## src/rtl/ptw_pkg.sv

```systemverilog
package ptw_pkg;

  typedef enum logic [1:0] {
    ST_IDLE = 2'd0,
    ST_ROOT = 2'd1,
    ST_LEAF = 2'd2,
    ST_DONE = 2'd3
  } walk_state_e;

  localparam logic LVL_ROOT = 1'b0;
  localparam logic LVL_LEAF = 1'b1;

endpackage

```

## src/rtl/ptw_rst_sync.sv

```systemverilog
module ptw_rst_sync (
  input  logic clk,
  input  logic rst_n,
  output logic rst_n_sync
);

  logic [1:0] sync_q;

  always_ff @(posedge clk or negedge rst_n) begin
    if (!rst_n) sync_q <= 2'b00;
    else        sync_q <= {sync_q[0], 1'b1};
  end

  assign rst_n_sync = sync_q[1];

endmodule

```

## src/rtl/ptw_entry_dec.sv

```systemverilog
module ptw_entry_dec #(
  parameter int unsigned PTE_W = 32,
  parameter int unsigned OFF_W = 12,
  localparam int unsigned NUM_W = PTE_W - OFF_W
) (
  input  logic [PTE_W-1:0] entry,
  output logic             present,
  output logic [NUM_W-1:0] base_num
);

  // Bits OFF_W-1:1 are flags that the walk does not interpret.
  logic [OFF_W-2:0] flags_unused;

  assign present      = entry[0];
  assign base_num     = entry[PTE_W-1:OFF_W];
  assign flags_unused = entry[OFF_W-1:1];

endmodule

```

## src/rtl/ptw_addr_gen.sv

```systemverilog
module ptw_addr_gen
  import ptw_pkg::*;
#(
  parameter int unsigned   VA_W       = 32,
  parameter int unsigned   ROOT_IDX_W = 10,
  parameter int unsigned   LEAF_IDX_W = 10,
  parameter int unsigned   OFF_W      = 12,
  parameter int unsigned   PTE_BYTES  = 4,
  parameter logic [VA_W-1:0] ROOT_BASE = '0,
  localparam int unsigned  NUM_W  = VA_W - OFF_W,
  localparam int unsigned  IDX_SH = $clog2(PTE_BYTES)
) (
  input  walk_state_e      state,
  input  logic [VA_W-1:0]  vaddr,
  input  logic [NUM_W-1:0] tbl_num,
  output logic [VA_W-1:0]  mem_addr
);

  logic [ROOT_IDX_W-1:0] root_idx;
  logic [LEAF_IDX_W-1:0] leaf_idx;
  logic [VA_W-1:0]       root_addr;
  logic [VA_W-1:0]       leaf_addr;
  logic [VA_W-1:0]       tbl_base;

  assign root_idx = vaddr[VA_W-1 -: ROOT_IDX_W];
  assign leaf_idx = vaddr[OFF_W +: LEAF_IDX_W];
  assign tbl_base = {tbl_num, {OFF_W{1'b0}}};

  assign root_addr = ROOT_BASE + (VA_W'(root_idx) << IDX_SH);
  assign leaf_addr = tbl_base  + (VA_W'(leaf_idx) << IDX_SH);

  always_comb begin
    if (state == ST_LEAF) mem_addr = leaf_addr;
    else                  mem_addr = root_addr;
  end

endmodule

```

## src/rtl/ptw_ctrl.sv

```systemverilog
module ptw_ctrl
  import ptw_pkg::*;
(
  input  logic        clk,
  input  logic        rst_n,
  input  logic        req_valid,
  input  logic        mem_ack,
  input  logic        entry_present,
  output walk_state_e state_q,
  output logic        accept,
  output logic        root_take,
  output logic        leaf_take,
  output logic        finish
);

  walk_state_e state_d;

  assign accept    = (state_q == ST_IDLE) && req_valid;
  assign root_take = (state_q == ST_ROOT) && mem_ack;
  assign leaf_take = (state_q == ST_LEAF) && mem_ack;
  assign finish    = (root_take && !entry_present) || leaf_take;

  always_comb begin
    state_d = state_q;
    case (state_q)
      ST_IDLE: if (req_valid) state_d = ST_ROOT;
      ST_ROOT: begin
        if (mem_ack) begin
          if (entry_present) state_d = ST_LEAF;
          else               state_d = ST_DONE;
        end
      end
      ST_LEAF: if (mem_ack) state_d = ST_DONE;
      ST_DONE: state_d = ST_IDLE;
      default: state_d = ST_IDLE;
    endcase
  end

  always_ff @(posedge clk or negedge rst_n) begin
    if (!rst_n) state_q <= ST_IDLE;
    else        state_q <= state_d;
  end

endmodule

```

## src/rtl/ptw_walker.sv

```systemverilog
module ptw_walker
  import ptw_pkg::*;
#(
  parameter int unsigned     VA_W       = 32,
  parameter int unsigned     ROOT_IDX_W = 10,
  parameter int unsigned     LEAF_IDX_W = 10,
  parameter int unsigned     OFF_W      = 12,
  parameter logic [VA_W-1:0] ROOT_BASE  = 32'h0001_0000
) (
  input  logic            clk,
  input  logic            rst_n,
  input  logic            req_valid,
  input  logic [VA_W-1:0] req_vaddr,
  output logic            busy,
  output logic            mem_req,
  output logic [VA_W-1:0] mem_addr,
  input  logic            mem_ack,
  input  logic [VA_W-1:0] mem_rdata,
  output logic            done,
  output logic            ok,
  output logic            fault,
  output logic            fault_level,
  output logic [VA_W-1:0] paddr
);

  localparam int unsigned PTE_W     = VA_W;
  localparam int unsigned PTE_BYTES = PTE_W / 8;
  localparam int unsigned NUM_W     = VA_W - OFF_W;

  logic             rst_n_int;
  walk_state_e      state_q;
  logic             accept;
  logic             root_take;
  logic             leaf_take;
  logic             finish;
  logic             ent_present;
  logic [NUM_W-1:0] ent_num;

  logic [VA_W-1:0]  vaddr_q;
  logic [NUM_W-1:0] tbl_num_q;
  logic             ok_q;
  logic             lvl_q;
  logic [VA_W-1:0]  paddr_q;

  ptw_rst_sync u_rst (
    .clk        (clk),
    .rst_n      (rst_n),
    .rst_n_sync (rst_n_int)
  );

  ptw_ctrl u_ctrl (
    .clk           (clk),
    .rst_n         (rst_n_int),
    .req_valid     (req_valid),
    .mem_ack       (mem_ack),
    .entry_present (ent_present),
    .state_q       (state_q),
    .accept        (accept),
    .root_take     (root_take),
    .leaf_take     (leaf_take),
    .finish        (finish)
  );

  ptw_entry_dec #(
    .PTE_W (PTE_W),
    .OFF_W (OFF_W)
  ) u_dec (
    .entry    (mem_rdata),
    .present  (ent_present),
    .base_num (ent_num)
  );

  ptw_addr_gen #(
    .VA_W       (VA_W),
    .ROOT_IDX_W (ROOT_IDX_W),
    .LEAF_IDX_W (LEAF_IDX_W),
    .OFF_W      (OFF_W),
    .PTE_BYTES  (PTE_BYTES),
    .ROOT_BASE  (ROOT_BASE)
  ) u_agen (
    .state    (state_q),
    .vaddr    (vaddr_q),
    .tbl_num  (tbl_num_q),
    .mem_addr (mem_addr)
  );

  // Datapath registers carry no reset; each has an explicit enable.
  always_ff @(posedge clk) begin
    if (accept) vaddr_q <= req_vaddr;
  end

  always_ff @(posedge clk) begin
    if (root_take) tbl_num_q <= ent_num;
  end

  always_ff @(posedge clk) begin
    if (finish) begin
      ok_q  <= leaf_take && ent_present;
      lvl_q <= leaf_take ? LVL_LEAF : LVL_ROOT;
      if (leaf_take && ent_present) paddr_q <= {ent_num, vaddr_q[OFF_W-1:0]};
      else                          paddr_q <= '0;
    end
  end

  assign busy        = (state_q != ST_IDLE);
  assign mem_req     = (state_q == ST_ROOT) || (state_q == ST_LEAF);
  assign done        = (state_q == ST_DONE);
  assign ok          = done && ok_q;
  assign fault       = done && !ok_q;
  assign fault_level = done && !ok_q && lvl_q;
  assign paddr       = paddr_q;

endmodule

```

## config.mk

```make
export PLATFORM = sky130hd
export DESIGN_NAME = ptw_walker
export DESIGN_NICKNAME = d
export VERILOG_FILES = /design/src/rtl/ptw_pkg.sv /design/src/rtl/ptw_rst_sync.sv /design/src/rtl/ptw_entry_dec.sv /design/src/rtl/ptw_addr_gen.sv /design/src/rtl/ptw_ctrl.sv /design/src/rtl/ptw_walker.sv
export SDC_FILE = /design/constraint.sdc
export NUM_CORES = 1
export LEC_CHECK = 0
export BUFFER_PORTS_ARGS = -buffer_cell sky130_fd_sc_hd__buf_4
export CAP_MARGIN = 15
export CORE_ASPECT_RATIO = 0.6
export CORE_MARGIN = 8
export CORE_UTILIZATION = 45
export DETAILED_ROUTE_END_ITERATION = 7
export PLACE_DENSITY = 0.74
export SLEW_MARGIN = 20
export SYNTH_ARGS = -nofsm -noshare
export SYNTH_HDL_FRONTEND = slang
export SYNTH_HIERARCHICAL = 1
export SYNTH_SLANG_ARGS = --single-unit
```

## constraint.sdc

```tcl
create_clock -name clk -period 1.5 [get_ports clk]
set_input_delay 0.075 -clock clk [delete_from_list [all_inputs] [get_ports clk]]
set_output_delay 0.075 -clock clk [all_outputs]
set_load 0.005 [all_outputs]
```

==> impl_metrics.json, run 1 <==
{
  "outcome": "finished, violations left",
  "violations": "negative setup slack",
  "drt_wl_total_um": 9911,
  "vias_per_cell": 4.686,
  "hold_slack_ns": 0.02728,
  "period_share_pct": 114.8,
  "path_class": "reg -> out",
  "antenna_cells": 0,
  "rsz0062_at_grt": "true",
  "track_usage_pct": 16.39,
  "cts_buffer_depth": 2,
  "grt_antenna_before_repair": 0,
  "syn-cell-area_um2": 3657,
  "grt_max_degree": 34,
  "setup_violations": 154,
  "core_um2": 7883,
  "switching_share_pct": 27.51,
  "start_util_pct": 46.40,
  "hold_viol": 0,
  "h-tree-depth": 3,
  "pin_count": 138,
  "synth_cells": 214,
  "grt_pass1_vias": 2689,
  "cts_tree": "built",
  "finish.utilization_pct": 77.32,
  "startpoint_type": "register",
  "ant_nets": 0,
  "overflow": 0,
  "power_frac_comb_pct": 40.7,
  "slew_violations": 0,
  "die_w_um": 132.4,
  "crit_arrival_ns": 1.65,
  "grt_pass1_wl_um": 14340,
  "drt_iter0_drc": 97,
  "min_period_ns": 1.721,
  "ir_drop_v": 0.001264,
  "endpoint_kind": "primary output",
  "max_freq_mhz": 580.9,
  "crit_fanout": 5,
  "timing.rr.start": "u_ctrl/state_q[0]$_DFFE_PN0P_",
  "gp_congestion": 0.7520,
  "clk_pin_slew_worst_paths_ns": 0.06,
  "ys_seq_area_share_pct": 73.35,
  "drc": 0,
  "fillers": 476,
  "ys_types": 25,
  "power_frac_seq_pct": 36.3,
  "syn_area_per_cell_um2": 17.09,
  "p_int_mw": 6.932,
  "clockPowerShare_pct": 22.9,
  "leakagePower_nw": 2.603,
  "cts_root_buffer": "clkbuf_16",
  "multi_input_area_um2": 910.9,
  "portBuffers": 124,
  "yosysWarnings": 6,
  "p_per_area_nw_per_um2": 1569,
  "crit_start": "u_ctrl/state_q[0]$_DFFE_PN0P_",
  "power_switching_mw": 2.631,
  "dr_total_vias": 2474,
  "seq_area_um2": 2684,
  "firstDrtPassIters": 4,
  "nNetsFinal": 490,
  "rows": 25,
  "cap_violations": 0,
  "dp_hpwl_um": 5678,
  "cts_sinks": 90,
  "dieArea_um2": 11360,
  "hp-class": "reg -> async",
  "worst_slack_ns": -0.2214,
  "wl_per_cell_um": 18.77,
  "clock_latency_ns": 0.34,
  "syn2layout_area_growth_pct": 66.64,
  "required_ns": 1.42,
  "fin_skew_ns": 0.007306,
  "drive_gt1_share_pct": 56.67,
  "cts_inserted_buffers": 9,
  "die_y_um": 85.83,
  "synth-seq-cells": 90
}
## worst paths after layout
check,end,slack (ns),depth (start not counted)
min,u_ctrl/state_q[0]$_DFFE_PN0P_,0.03,0
min reg2reg,u_ctrl/state_q[0]$_DFFE_PN0P_,0.03,0
max in group asynchronous,u_ctrl/state_q[0]$_DFFE_PN0P_,1.34,0
max,mem_addr[6],-0.22,6
max reg2reg,paddr[19]$_SDFFCE_PN0P_,-0.18,8
min in group clk,u_ctrl/state_q[0]$_DFFE_PN0P_,0.11,3
## Yosys cell counts
library cell / instances / share of area (%)
edfxtp_1: 86 / 71
and2_1: 24 / 4.1
and3_2: 23 / 4.7
buf_4: 23 / 4.7
mux2_4: 10 / 4.1
and3_1: 9 / 1.5
ha_1: 6 / 2.1
inv_1: 6 / 0.62
buf_2: 4 / 0.55
clkbuf_2: 4 / 0.55
dfrtp_1: 4 / 2.7
conb_1: 2 / 0.21
a211oi_1: 1 / 0.21
a21o_1: 1 / 0.21
a21oi_1: 1 / 0.14
a31o_1: 1 / 0.24
a32oi_1: 1 / 0.24
and3b_1: 1 / 0.24
buf_12: 1 / 0.55
nand2b_1: 1 / 0.17
nand2b_2: 1 / 0.24
nor2b_1: 1 / 0.17
nor2b_4: 1 / 0.38
o211ai_1: 1 / 0.21
o21bai_4: 1 / 0.51
## state kept, by name, indices dropped and copies added, names as in the netlist
signal / cells
tbl_num_q: 20
paddr: 32
lvl_q: 1
ok_q: 1
vaddr_q: 32
u_rst/sync_q: 2
u_ctrl/state_q: 2
## power groups by stage
stage          Sequential [mW]  Combinational, mW  Clock, mW
2_1_floorplan             3.55               1.19          0
3_3_place_gp              3.52               2.52          0
3_5_place_dp              3.55               2.55          0
6_report                  3.48               3.89       2.19
5_1_grt                   3.52               4.13       2.34
4_1_cts                   3.48               3.25       2.26
## layout by cell type, fill, tap and decap left out, types with 5 or more instances in the layout
cell type	count
dlygate4sd3_1	53
and2_4	5
mux2_4	10
edfxtp_1	86
buf_4	123
and2_1	20
buf_6	28
and3_1	6
and3_2	23
buf_12	6
a21o_4	6
ha_4	5
clkbuf_16	14
## per-layer routing
metal	share of wire [%]	wire length (um)	GRT usage, %	vias up
met5	0	0	0	-
met4	1.2	117	4.918	0
met3	5.5	548	5.659	9
met2	50	4956	28.90	79
met1	43	4288	18.55	1213
li1	-	-	-	1173
## what timing repair did
item	4_1_cts	5_1_grt
resized for setup	28	31
pin swaps	2	6
setup endpoints to repair	97	152
hold endpoints to repair	54	0
hold buffers	53	0
setup buffers	7	8
cloned	6	10
## kinds of logic after synthesis
group                      share of synthesized area, %
AOI/OAI and AO/OA                                 1.745
adders and majority gates                         2.053
buffers and inverters                             6.979
DFF                                               73.35
muxes                                             4.105
other                                            0.2053
and+or+nand+nor                                   11.56
## metrics by stage
stage / setup TNS (ns) / std cells / setup slack, ns / instance area (um2) / power [mW]
finish: -19.45 / 528 / -0.2214 / 6095 / 9.563
global route: -26.00 / 528 / -0.2785 / 6095 / 9.986
CTS: -9.082 / 512 / -0.2246 / 5766 / 8.983
detailed placement: -3.348 / 431 / -0.08590 / 4668 / 6.104
global placement: -1.458 / 431 / -0.04492 / 4668 / 6.044
floorplan: -5.114 / 215 / -0.1355 / 3690 / 4.743
## worst max-delay path: stages (launching register included)
cell and delay, ns:
dfrtp_2 0.41, buf_6 0.12, nor2b_4 0.12, buf_6 0.12, buf_12 0.11, mux2_4 0.30
buf_6 0.12
## final cells by class
| type | instances | share of cell area (%) |
|---|---|---|
| clock buffer | 9 | 3.695 |
| clock inverter | 6 | 1.109 |
| inverter | 6 | 0.4927 |
| multi-input combinational | 93 | 14.95 |
| sequential | 90 | 44.04 |
| tap | 108 | 2.217 |
| timing repair buffer | 216 | 33.50 |
Power figures use the tool's default switching activity.
==> run 2, diff against run 1 <==
- clock period: 1.5 -> 2.15 ns (I/O delays scaled with it)
==> run 2 against run 1 <==
  * The run now ends clean
  * Wire length is 16% lower
  * Clock power is 35% lower
  * Clock skew is 0.00098 ns lower
  * Non-clock buffer count is 35 lower
  * Via count is 10% lower
  * Largest cell class unchanged
  * Register-to-register slack better by 0.47 ns
  * Critical endpoint is now mem_addr[5]
  * First-iteration DRC count is 2.1% higher
  * Highest routed layer unchanged
  * Worst setup slack better by 0.41 ns
  * Total power is 42% lower
  * Cell count is 7.8% lower
  * Flip-flop and latch count stayed put
==> impl_metrics.json, run 2 (synthesized netlist as in run 1, its figures left out) <==
{
  "clock_latency_ns": 0.34,
  "setup_violations": 0,
  "crit_arrival_ns": 1.86,
  "period_share_pct": 91.36,
  "endpoint_kind": "primary output",
  "tightest_slew_ns": 0.5872,
  "total_power_mw": 5.523,
  "syn2layout_area_growth_pct": 46.42,
  "rsz0062_at_grt": "false",
  "slew_violations": 0,
  "post_cts_resized": 0,
  "track_usage_pct": 15.02,
  "final_common_cell": "buf_4",
  "ant_nets": 0,
  "required_ns": 2.04,
  "leakagePower_nw": 2.296,
  "wl_per_cell_um": 17.18,
  "drc": 0,
  "timing.rr.start": "u_ctrl/state_q[1]$_DFFE_PN0P_",
  "hp-class": "reg -> async",
  "cp_slowest_stage_delay_ns": 0.57,
  "instances_no_fill": 487,
  "start_util_pct": 46.40,
  "drt_wl_total_um": 8369,
  "grt_antenna_before_repair": 0,
  "hold_viol": 0,
  "fin_skew_ns": 0.006322,
  "dp_hpwl_um": 5429,
  "portBuffers": 124,
  "ctsHoldBuffers": 53,
  "die_y_um": 85.83,
  "clk_pin_slew_worst_paths_ns": 0.06,
  "cts_root_buffer": "clkbuf_16",
  "rows": 25,
  "post_cts_buffers": 0,
  "cts_inserted_buffers": 9,
  "max_freq_mhz": 509.1,
  "pin_count": 138,
  "dr_total_vias": 2226,
  "r2r_end": "paddr[8]$_SDFFCE_PN0P_",
  "grt_max_degree": 35,
  "cts_sinks": 90,
  "overflow": 0,
  "nNetsFinal": 449,
  "ir_drop_v": 0.0007301,
  "crit_start": "u_ctrl/state_q[1]$_DFFE_PN0P_",
  "path_class": "reg -> out",
  "gp_congestion": 0.6719,
  "dieArea_um2": 11360,
  "p_per_area_nw_per_um2": 1031,
  "dp_cells": 419,
  "setup_tns_ns": 0,
  "grt_pass1_vias": 2515,
  "vias_per_cell": 4.571,
  "rr_worst_depth": 4,
  "crit_fanout": 12,
  "cap_violations": 0,
  "drive_gt1_share_pct": 47.49,
  "outcome": "finished clean",
  "grt_pass1_wl_um": 13130,
  "antenna_cells": 0,
  "cts_buffer_depth": 2,
  "core_um2": 7883,
  "worstPathCellList": "nor2b_4, mux2_4, buf_4",
  "final_cell_mix": "buf_4, edfxtp_1, dlygate4sd3_1",
  "drt_iter0_drc": 99,
  "crit_slowest_cell": "nor2b_4",
  "startpoint_type": "register",
  "min_period_ns": 1.964,
  "rrSetupSlack_ns": 0.29,
  "firstDrtPassIters": 4,
  "cts_tree": "built",
  "die_w_um": 132.4,
  "worst_slew_margin_rel_pct": 60.77,
  "h-tree-depth": 3
}
## run 2: worst max-delay path by stage
stage | to | slack, ns | cells after the start
2_1_floorplan | lvl_q$_DFFE_PP_ | 0.04 | 4
4_1_cts | mem_addr[5] | 0.21 | 3
6_report | mem_addr[5] | 0.19 | 3
3_5_place_dp | paddr[8]$_SDFFCE_PN0P_ | 0.30 | 4
3_3_place_gp | paddr[8]$_SDFFCE_PN0P_ | 0.35 | 4
5_1_grt | mem_addr[18] | 0.1 | 4
## run 2: critical path: cells and delay by family (launching register included)
kind	cells	cell delay [ns]
buf+inv	1	0.14
flops	1	0.46
simple gates	1	0.57
mux	1	0.36
## run 2: routing by layer
| layer | vias up | part of all wire, % | track usage, % |
|---|---|---|---|
| li1 | 1072 | - | - |
| met1 | 1079 | 42 | 15.93 |
| met3 | 8 | 7.1 | 7.176 |
| met4 | 0 | 0.84 | 3.689 |
| met5 | - | 0 | 0 |
| met2 | 67 | 50 | 26.61 |
## run 2: metrics by stage
| stage | hold slack [ns] | cell area, um2 | util [%] | setup WS (ns) |
|---|---|---|---|---|
| global placement | -0.1094 | 4557 | 57.81 | 0.3469 |
| floorplan | -0.1881 | 3669 | - | 0.03864 |
| finish | 0.02391 | 5355 | 67.94 | 0.1857 |
| CTS | 0.02403 | 5355 | 67.94 | 0.2136 |
| detailed placement | -0.1057 | 4557 | 57.81 | 0.3011 |
| global route | 0.03705 | 5355 | 67.94 | 0.09813 |
## run 2: cell type report
class / instances / area, um2
clock buffer: 9 / 225.2
clock inverter: 6 / 42.54
fill: 578 / 2527
inverter: 6 / 22.52
multi-input combinational: 87 / 730.7
sequential: 90 / 2683
tap: 108 / 135.1
timing repair buffer: 181 / 1516
## run 2: report_power, final
| part | internal, mW | switching, mW | total, mW |
|---|---|---|---|
| clock network | 0.779 | 0.638 | 1.42 |
| logic | 0.888 | 0.773 | 1.66 |
| registers | 2.34 | 0.105 | 2.45 |
